==> config.mk <==
export PLATFORM = sky130hd
export DESIGN_NAME = pkt_ring_writer
export DESIGN_NICKNAME = d
export VERILOG_FILES = /design/src/rtl/prw_pkg.sv /design/src/rtl/prw_regs.sv /design/src/rtl/prw_packer.sv /design/src/rtl/prw_fifo.sv /design/src/rtl/prw_writer.sv /design/src/rtl/pkt_ring_writer.sv
export SDC_FILE = /design/constraint.sdc
export NUM_CORES = 2
export LEC_CHECK = 0
export BUFFER_PORTS_ARGS = -buffer_cell sky130_fd_sc_hd__buf_4
export CORE_ASPECT_RATIO = 0.7
export CORE_MARGIN = 8
export CORE_UTILIZATION = 62
export DETAILED_ROUTE_END_ITERATION = 10
export PLACE_DENSITY = 0.81
export SYNTH_ARGS = -nofsm -noshare
export SYNTH_HDL_FRONTEND = slang
export SYNTH_SLANG_ARGS = --single-unit
==> constraint.sdc <==
create_clock -name clk -period 12.7 [get_ports clk]
set_clock_uncertainty 0.05 [all_clocks]
set_input_delay 1.27 -clock clk [delete_from_list [all_inputs] [get_ports clk]]
set_output_delay 1.27 -clock clk [all_outputs]
set_load 0.01 [all_outputs]
==> src/rtl/prw_pkg.sv <==
package prw_pkg;
    localparam int WORD_W    = 32;
    localparam int WORD_BYTES = WORD_W / 8;
    localparam int ADDR_W    = 64;

    typedef enum logic [2:0] {
        RI_GEOM    = 3'd0,
        RI_TMO     = 3'd1,
        RI_BASE_LO = 3'd2,
        RI_BASE_HI = 3'd3,
        RI_CTL_SET = 3'd4,
        RI_CTL_CLR = 3'd5,
        RI_HEAD_LO = 3'd6,
        RI_HEAD_HI = 3'd7
    } reg_idx_e;

    localparam int CB_RUN  = 0;
    localparam int CB_ERR  = 1;
    localparam int CB_IEN  = 8;
    localparam int CB_PEND = 9;

    typedef struct packed {
        logic        run;
        logic        err;
        logic        ien;
        logic        pend;
        logic [63:0] base;
        logic [7:0]  pkt;
        logic [7:0]  ppb;
        logic [7:0]  nblk;
        logic [31:0] tmo;
    } regs_t;
endpackage

==> src/rtl/prw_regs.sv <==
module prw_regs
    import prw_pkg::*;
#(
    parameter int RST_PKT_BYTES = 188,
    parameter int RST_BLK_PKTS  = 128,
    parameter int RST_RING_BLKS = 8
) (
    input  logic        clk,
    input  logic        rst_n,
    input  logic        reg_we,
    input  logic [2:0]  reg_idx,
    input  logic [31:0] reg_wdata,
    output logic [31:0] reg_rdata,
    input  logic [31:0] head_off,
    input  logic        ev_blk,
    input  logic        ev_tmo,
    input  logic        ev_drop,
    output logic        run,
    output logic        restart,
    output logic [63:0] base_al,
    output logic [31:0] blk_bytes,
    output logic [31:0] ring_bytes,
    output logic [31:0] tmo,
    output logic        irq
);
    regs_t r_d, r_q;
    logic [31:0] stat_w;
    logic [63:0] head_addr;

    always_comb begin
        r_d     = r_q;
        restart = 1'b0;
        if (reg_we) begin
            case (reg_idx_e'(reg_idx))
                RI_GEOM: begin
                    r_d.pkt  = reg_wdata[7:0];
                    r_d.ppb  = reg_wdata[23:16];
                    r_d.nblk = reg_wdata[31:24];
                end
                RI_TMO:     r_d.tmo          = reg_wdata;
                RI_BASE_LO: r_d.base[31:0]   = reg_wdata;
                RI_BASE_HI: r_d.base[63:32]  = reg_wdata;
                RI_CTL_SET: begin
                    if (reg_wdata[CB_RUN]) begin
                        r_d.run = 1'b1;
                        restart = 1'b1;
                    end
                    if (reg_wdata[CB_ERR])  r_d.err  = 1'b1;
                    if (reg_wdata[CB_IEN])  r_d.ien  = 1'b1;
                    if (reg_wdata[CB_PEND]) r_d.pend = 1'b1;
                end
                RI_CTL_CLR: begin
                    if (reg_wdata[CB_RUN])  r_d.run  = 1'b0;
                    if (reg_wdata[CB_ERR])  r_d.err  = 1'b0;
                    if (reg_wdata[CB_IEN])  r_d.ien  = 1'b0;
                    if (reg_wdata[CB_PEND]) r_d.pend = 1'b0;
                end
                default: ;
            endcase
        end
        // hardware events take priority over a software clear in the same cycle
        if (ev_blk || ev_tmo) r_d.pend = 1'b1;
        if (ev_drop)          r_d.err  = 1'b1;
    end

    always_ff @(posedge clk) begin
        if (!rst_n) begin
            r_q      <= '0;
            r_q.pkt  <= 8'(RST_PKT_BYTES);
            r_q.ppb  <= 8'(RST_BLK_PKTS);
            r_q.nblk <= 8'(RST_RING_BLKS);
        end else begin
            r_q <= r_d;
        end
    end

    always_comb begin
        stat_w          = '0;
        stat_w[CB_RUN]  = r_q.run;
        stat_w[CB_ERR]  = r_q.err;
        stat_w[CB_IEN]  = r_q.ien;
        stat_w[CB_PEND] = r_q.pend;
        base_al    = {r_q.base[63:2], 2'b00};
        head_addr  = base_al + {32'd0, head_off};
        blk_bytes  = 32'({r_q.pkt[7:2], 2'b00}) * 32'(r_q.ppb);
        ring_bytes = blk_bytes * 32'(r_q.nblk);
        case (reg_idx_e'(reg_idx))
            RI_GEOM:    reg_rdata = {r_q.nblk, r_q.ppb, 8'h00, r_q.pkt};
            RI_TMO:     reg_rdata = r_q.tmo;
            RI_BASE_LO: reg_rdata = r_q.base[31:0];
            RI_BASE_HI: reg_rdata = r_q.base[63:32];
            RI_HEAD_LO: reg_rdata = head_addr[31:0];
            RI_HEAD_HI: reg_rdata = head_addr[63:32];
            default:    reg_rdata = stat_w;
        endcase
    end

    assign run = r_q.run;
    assign tmo = r_q.tmo;
    assign irq = r_q.pend & r_q.ien;

    // pending stays set until software clears it
    a_r6_pend_sticky: assert property (@(posedge clk) disable iff (!rst_n)
        r_q.pend && !(reg_we && reg_idx == 3'(RI_CTL_CLR) && reg_wdata[CB_PEND]) |=> r_q.pend);

    // a dropped byte leaves ERROR set
    a_r9_drop_sets_err: assert property (@(posedge clk) disable iff (!rst_n)
        ev_drop |=> r_q.err);
endmodule

==> src/rtl/prw_packer.sv <==
module prw_packer (
    input  logic        clk,
    input  logic        rst_n,
    input  logic        run,
    input  logic        restart,
    input  logic        in_valid,
    input  logic [7:0]  in_byte,
    input  logic        fifo_full,
    input  logic [31:0] blk_bytes,
    input  logic [31:0] tmo,
    output logic        push,
    output logic [31:0] push_word,
    output logic        ev_drop,
    output logic        ev_tmo
);
    typedef struct packed {
        logic [23:0] acc;
        logic [1:0]  cnt;
        logic [31:0] blk_cnt;
        logic [31:0] idle;
    } pk_t;

    pk_t s_d, s_q;
    logic offer, take;

    always_comb begin
        s_d       = s_q;
        push      = 1'b0;
        ev_tmo    = 1'b0;
        offer     = in_valid && run;
        take      = offer && !fifo_full;
        ev_drop   = offer && fifo_full;
        push_word = {in_byte, s_q.acc};
        if (take) begin
            case (s_q.cnt)
                2'd0: s_d.acc[7:0]   = in_byte;
                2'd1: s_d.acc[15:8]  = in_byte;
                2'd2: s_d.acc[23:16] = in_byte;
                default: push = 1'b1;
            endcase
            s_d.cnt  = s_q.cnt + 2'd1;
            s_d.idle = '0;
            if (s_q.blk_cnt + 32'd1 >= blk_bytes) s_d.blk_cnt = '0;
            else                                  s_d.blk_cnt = s_q.blk_cnt + 32'd1;
        end else if (tmo != '0 && s_q.idle != tmo) begin
            s_d.idle = s_q.idle + 32'd1;
            if (s_q.idle + 32'd1 == tmo && s_q.blk_cnt != '0 && run) ev_tmo = 1'b1;
        end
        if (restart) begin
            s_d     = '0;
            push    = 1'b0;
            ev_tmo  = 1'b0;
            ev_drop = 1'b0;
        end
    end

    always_ff @(posedge clk) begin
        if (!rst_n) s_q <= '0;
        else        s_q <= s_d;
    end
endmodule

==> src/rtl/prw_fifo.sv <==
module prw_fifo #(
    parameter int DEPTH = 4,
    parameter int W     = 32
) (
    input  logic         clk,
    input  logic         rst_n,
    input  logic         clear,
    input  logic         push,
    input  logic [W-1:0] wdata,
    input  logic         pop,
    output logic [W-1:0] rdata,
    output logic         empty,
    output logic         full
);
    localparam int PTR_W = (DEPTH > 1) ? $clog2(DEPTH) : 1;
    localparam int CNT_W = $clog2(DEPTH + 1);

    typedef struct packed {
        logic [DEPTH-1:0][W-1:0] mem;
        logic [PTR_W-1:0]        wp;
        logic [PTR_W-1:0]        rp;
        logic [CNT_W-1:0]        cnt;
    } ff_t;

    ff_t s_d, s_q;

    always_comb begin
        s_d = s_q;
        if (push) begin
            s_d.mem[s_q.wp] = wdata;
            s_d.wp = (s_q.wp == PTR_W'(DEPTH - 1)) ? '0 : s_q.wp + 1'b1;
        end
        if (pop) s_d.rp = (s_q.rp == PTR_W'(DEPTH - 1)) ? '0 : s_q.rp + 1'b1;
        case ({push, pop})
            2'b10:   s_d.cnt = s_q.cnt + 1'b1;
            2'b01:   s_d.cnt = s_q.cnt - 1'b1;
            default: ;
        endcase
        if (clear) begin
            s_d.wp  = '0;
            s_d.rp  = '0;
            s_d.cnt = '0;
        end
    end

    always_ff @(posedge clk) begin
        if (!rst_n) s_q <= '0;
        else        s_q <= s_d;
    end

    assign rdata = s_q.mem[s_q.rp];
    assign empty = (s_q.cnt == '0);
    assign full  = (s_q.cnt == CNT_W'(DEPTH));

    // the packer never pushes into a full FIFO
    a_r9_no_overflow: assert property (@(posedge clk) disable iff (!rst_n)
        push |-> !full);
    a_r9_no_underflow: assert property (@(posedge clk) disable iff (!rst_n)
        pop |-> !empty);
endmodule

==> src/rtl/prw_writer.sv <==
module prw_writer (
    input  logic        clk,
    input  logic        rst_n,
    input  logic        run,
    input  logic        restart,
    input  logic [63:0] base_al,
    input  logic [31:0] blk_bytes,
    input  logic [31:0] ring_bytes,
    input  logic        fifo_empty,
    input  logic [31:0] fifo_word,
    output logic        pop,
    input  logic        mem_ready,
    output logic        mem_valid,
    output logic [63:0] mem_addr,
    output logic [31:0] mem_data,
    output logic [31:0] head_off,
    output logic        ev_blk
);
    typedef struct packed {
        logic        vld;
        logic        last;
        logic [63:0] addr;
        logic [31:0] data;
        logic [31:0] off;
        logic [31:0] boff;
    } wr_t;

    wr_t s_d, s_q;

    always_comb begin
        s_d    = s_q;
        ev_blk = s_q.vld && mem_ready && s_q.last;
        if (s_q.vld && mem_ready) s_d.vld = 1'b0;
        pop = run && !restart && !fifo_empty && (!s_q.vld || mem_ready);
        if (pop) begin
            s_d.vld  = 1'b1;
            s_d.addr = base_al + {32'd0, s_q.off};
            s_d.data = fifo_word;
            s_d.last = (s_q.boff + 32'd4 >= blk_bytes);
            s_d.boff = s_d.last ? '0 : s_q.boff + 32'd4;
            s_d.off  = (s_q.off + 32'd4 >= ring_bytes) ? '0 : s_q.off + 32'd4;
        end
        if (restart) begin
            s_d.off  = '0;
            s_d.boff = '0;
        end
    end

    always_ff @(posedge clk) begin
        if (!rst_n) s_q <= '0;
        else        s_q <= s_d;
    end

    assign mem_valid = s_q.vld;
    assign mem_addr  = s_q.addr;
    assign mem_data  = s_q.data;
    assign head_off  = s_q.off;

    // a stalled request holds still
    a_r12_hold: assert property (@(posedge clk) disable iff (!rst_n)
        mem_valid && !mem_ready |=> mem_valid && $stable(mem_addr) && $stable(mem_data));
    // no new request is started while stopped
    a_r10_no_start: assert property (@(posedge clk) disable iff (!rst_n)
        !run && !mem_valid |=> !mem_valid);
    // a restart returns the head to the ring start
    a_r11_restart_head: assert property (@(posedge clk) disable iff (!rst_n)
        restart |=> head_off == '0);
    // every issued address is word aligned
    a_r3_aligned: assert property (@(posedge clk) disable iff (!rst_n)
        mem_valid |-> mem_addr[1:0] == 2'b00);
endmodule

==> src/rtl/pkt_ring_writer.sv <==
module pkt_ring_writer
    import prw_pkg::*;
#(
    parameter int FIFO_DEPTH    = 4,
    parameter int RST_PKT_BYTES = 188,
    parameter int RST_BLK_PKTS  = 128,
    parameter int RST_RING_BLKS = 8
) (
    input  logic        clk,
    input  logic        rst_n,
    input  logic        reg_we,
    input  logic [2:0]  reg_idx,
    input  logic [31:0] reg_wdata,
    output logic [31:0] reg_rdata,
    input  logic        in_valid,
    input  logic [7:0]  in_byte,
    output logic        mem_valid,
    input  logic        mem_ready,
    output logic [63:0] mem_addr,
    output logic [31:0] mem_data,
    output logic        irq
);
    logic        run, restart;
    logic [63:0] base_al;
    logic [31:0] blk_bytes, ring_bytes, tmo, head_off;
    logic        ev_blk, ev_tmo, ev_drop;
    logic        push, pop, fifo_empty, fifo_full;
    logic [WORD_W-1:0] push_word, fifo_word;

    prw_regs #(
        .RST_PKT_BYTES (RST_PKT_BYTES),
        .RST_BLK_PKTS  (RST_BLK_PKTS),
        .RST_RING_BLKS (RST_RING_BLKS)
    ) i_regs (
        .clk, .rst_n, .reg_we, .reg_idx, .reg_wdata, .reg_rdata,
        .head_off, .ev_blk, .ev_tmo, .ev_drop,
        .run, .restart, .base_al, .blk_bytes, .ring_bytes, .tmo, .irq
    );

    prw_packer i_packer (
        .clk, .rst_n, .run, .restart, .in_valid, .in_byte,
        .fifo_full, .blk_bytes, .tmo,
        .push, .push_word, .ev_drop, .ev_tmo
    );

    prw_fifo #(.DEPTH(FIFO_DEPTH), .W(WORD_W)) i_fifo (
        .clk, .rst_n, .clear(restart), .push, .wdata(push_word),
        .pop, .rdata(fifo_word), .empty(fifo_empty), .full(fifo_full)
    );

    prw_writer i_writer (
        .clk, .rst_n, .run, .restart, .base_al, .blk_bytes, .ring_bytes,
        .fifo_empty, .fifo_word, .pop, .mem_ready,
        .mem_valid, .mem_addr, .mem_data, .head_off, .ev_blk
    );
endmodule

==> impl_metrics.sql <==
INSERT INTO impl_metrics (metric_group, metric, value, unit) VALUES
('clock_network', 'clock_insertion_delay_worst_skew', '0.63', 'ns'),
('logic_synthesis', 'post_synth_edffs', '0', ''),
('power', 'leakage_power_summed_over_all_cells', '0.01392', 'uW'),
('worst_setup_path', 'worstSetupStartpointType', 'register', ''),
('logic_synthesis', 'netlist_top_cells_count', 'sky130_fd_sc_hd__nand2_1, sky130_fd_sc_hd__dfxtp_1, sky130_fd_sc_hd__a21oi_1', ''),
('worst_setup_path', 'timing.critical_path.buf_inv', '4', ''),
('worst_hold_path', 'min_path_type', 'register to register', ''),
('logic_synthesis', 'post-synth-top-count-cell', 'sky130_fd_sc_hd__nand2_1', ''),
('global_routing', 'vias_in_the_first_global_route', '26381', ''),
('floorplanning', 'floorplan.io_pins', '178', ''),
('global_routing', 'grt_max_degree', '202', ''),
('worst_setup_path', 'r2r_end', 'i_writer.head_off[19]', ''),
('power', 'ir_worst_vdd', '94.68', 'uV'),
('floorplanning', 'fp.dieArea', '58600', 'sq um'),
('sta', 'min_period_over_period', '86.97', '%'),
('sta', 'setup_viol', '0', ''),
('worst_setup_path', 'timing.critical_path.fanout_max', '19', ''),
('worst_setup_path', 'criticalPathCategory', 'register to register', ''),
('clock_network', 'cts.hold.buffers_added', '0', ''),
('global_routing', 'grt_first_pass_wirelength', '151900', 'um'),
('global_routing', 'overflow', '0', ''),
('worst_setup_path', 'cp_slowest_cell', 'sky130_fd_sc_hd__dfxtp_1', ''),
('logic_synthesis', 'synth_top_cell_by_area', 'sky130_fd_sc_hd__dfxtp_1', ''),
('floorplanning', 'dieHeight', '204.9', 'um'),
('worst_setup_path', 'timing.critical_path.max_delay_family', 'adder cells', ''),
('global_routing', 'grt_util_all_layers', '32.28', '%'),
('logic_synthesis', 'postSynth.topFlopCell', 'sky130_fd_sc_hd__dfxtp_1', ''),
('worst_setup_path', 'data_arrival_at_the_endpoint_of_the_critical_path', '11.53', 'ns'),
('logic_synthesis', 'synthesis.instances', '3931', ''),
('worst_setup_path', 'required', '13.18', 'ns'),
('floorplanning', 'core_area', '50590', 'sq um'),
('global_routing', 'antenna_found_initial', '2', ''),
('logic_synthesis', 'synth_sequential_area_ratio', '31.97', '%'),
('floorplanning', 'floorplan.initialDensity', '62.50', '%'),
('clock_network', 'cts_setup_buffers', '0', ''),
('worst_hold_path', 'hold_path_startpoint', 'i_fifo.s_q[115]', ''),
('cells_and_area', 'drive_above_1_share', '9.432', '%'),
('clock_network', 'clock_tree_from_tritoncts', 'done', ''),
('logic_synthesis', 'netlist.area_leader.share', '31.97', '%'),
('logic_synthesis', 'ys_top_cells_by_area', 'sky130_fd_sc_hd__dfxtp_1, sky130_fd_sc_hd__nand2_1, sky130_fd_sc_hd__a21oi_1', ''),
('placed_design', 'dp_hpwl', '71220', 'um'),
('logic_synthesis', 'postSynthAreaPerCell', '8.044', 'sq um'),
('power', 'power.density', '103.1', 'nW/um^2'),
('clock_network', 'clockRootBuffer', 'sky130_fd_sc_hd__clkbuf_16', ''),
('drt', 'drt_iter0_markers', '3366', ''),
('placed_design', 'place.detailed.instances', '4479', ''),
('worst_setup_path', 'timing.rr.start', 'i_regs.r_q[50]', ''),
('worst_hold_path', 'holdPathStages', '2', ''),
('drt', 'dr.pass1.iters', '5', ''),
('sta', 'worst_case_headroom_to_the_max_slew_limit', '19.06', '%'),
('placed_design', 'cell_area_reported_after_detailed_placement', '32410', 'sq um'),
('sta', 'finalCriticalPeriod', '11.05', 'ns'),
('worst_setup_path', 'reg2regPathDepth', '38', ''),
('run_status', 'outcome', 'completed', ''),
('sta', 'max_freq', '90.53', 'MHz'),
('placed_design', 'pre_cts_slack', '2.016', 'ns'),
('placed_design', 'place.port_buffers', '175', ''),
('worst_setup_path', 'cp_slowest_stage_delay', '0.74', 'ns'),
('sta', 'timing_max_transition_violations_final', '0', ''),
('logic_synthesis', 'synth_cell_type_count', '89', ''),
('clock_network', 'cts-htree-levels', '2', ''),
('sta', 'finalHoldViolations', '0', ''),
('logic_synthesis', 'yosysWarningCount', '0', ''),
('sta', 'postLayoutSetupSlackWorst', '1.654', 'ns'),
('cells_and_area', 'stdcell_count', '4566', ''),
('floorplanning', 'rows', '69', ''),
('placed_design', 'routabilityCongestion', '1.048', ''),
('drt', 'drt.antenna.violating_nets', '0', ''),
('cells_and_area', 'final_area', '34060', 'sq um'),
('sta', 'setup_tns', '0', 'ns'),
('worst_setup_path', 'reg2reg_setup_slack', '1.65', 'ns');
per-stage QoR:
| step | util, % | power, uW | hold WS, ns |
|---|---|---|---|
| 2_1_floorplan | - | 1887 | 0.3817 |
| 3_3_place_gp | 64.06 | 2006 | 0.3892 |
| 3_5_place_dp | 64.06 | 2012 | 0.3935 |
| 4_1_cts | 67.32 | 3514 | 0.4023 |
| 5_1_grt | 67.32 | 3624 | 0.4163 |
| 6_report | 67.33 | 3512 | 0.4016 |
sequential cells by signal (all words and copies together), names as in the netlist:
signal / cells
i_regs.base_al: 62
i_writer.mem_valid: 1
i_regs.r_q: 29
i_writer.head_off: 30
i_regs.run: 1
i_writer.mem_data: 32
i_writer.mem_addr: 62
i_regs.tmo: 32
i_packer.push_word: 24
i_fifo.s_q: 135
i_writer.s_q: 31
i_packer.s_q: 66
area by class of cell:
class                   count  area (sq um)  share of cell area (%)
repair buffers            205          1539                   4.518
diodes                      1         2.502                0.007346
well taps                 674         843.3                   2.476
clock buffers              72          1454                   4.268
multi-input cells        2913         19220                   56.44
inverters                 182         693.2                   2.035
clock inverters            14         195.2                  0.5730
flip-flops and latches    505         10110                   29.68
cells by family (layout without fill, tap and decap cells):
kind of cell               count (synthesis)  after routing  synth area share (%)
and+or+nand+nor                         1534           1534                 22.46
AOI/OAI and AO/OA                        812            812                 15.44
adders and majority gates                259            259                 12.60
DFF                                      505            505                 31.97
muxes                                     68             68                 3.538
buffers and inverters                    514            473                 7.388
xor gates and xnor gates                 238            238                 6.592
other                                      1              3               0.01186
tightest hold or removal path, cell delays in order (launching register included):
cell and delay, ns:
sky130_fd_sc_hd__dfxtp_1 0.31, sky130_fd_sc_hd__nand2_1 0.05, sky130_fd_sc_hd__a21oi_1 0.05
worst max-delay path by stage:
| stage | from | cells past startpoint | end | slack (ns) |
|---|---|---|---|---|
| after floorplan | i_regs.r_q[40] | 39 | i_writer.head_off[14] | 3.09 |
| after global placement | i_regs.r_q[50] | 39 | i_writer.head_off[20] | 2.32 |
| after detailed placement | i_regs.r_q[50] | 38 | i_writer.head_off[19] | 2.02 |
| after CTS | i_regs.r_q[50] | 38 | i_writer.head_off[19] | 1.96 |
| after global routing | i_regs.r_q[50] | 38 | i_writer.head_off[10] | 0.99 |
| final | i_regs.r_q[50] | 38 | i_writer.head_off[19] | 1.65 |
layout by cell type (no fill, tap or decap), drive strengths merged, types with 51 or more instances in the layout:
| master | netlist | final |
|---|---|---|
| and2 | 136 | 136 |
| xnor2 | 141 | 141 |
| dfxtp | 505 | 505 |
| fa | 99 | 99 |
| nor2 | 187 | 187 |
| inv | 181 | 184 |
| xor2 | 97 | 97 |
| o21ai | 96 | 96 |
| buf | 113 | 205 |
| a21o | 56 | 56 |
| nand3 | 119 | 119 |
| clkbuf | 219 | 72 |
| ha | 160 | 160 |
| nand4 | 51 | 51 |
| and3 | 72 | 72 |
| a21oi | 448 | 448 |
| nand2 | 794 | 794 |
metal layers:
metal  GRT usage (%)  up-vias  share of wire, %
li1                -    13160                 -
met4           12.78        2               4.6
met5               0        -             0.017
met2           46.16     1642                41
met3           7.857      279                13
met1           46.42    13365                42
where the power goes:
group | total (uW) | switching (uW) | internal (uW)
Clock | 1520 | 663 | 858
Sequential | 1620 | 23.5 | 1600
Combinational | 371 | 246 | 126
No activity file was read; power rests on OpenSTA's default activity.
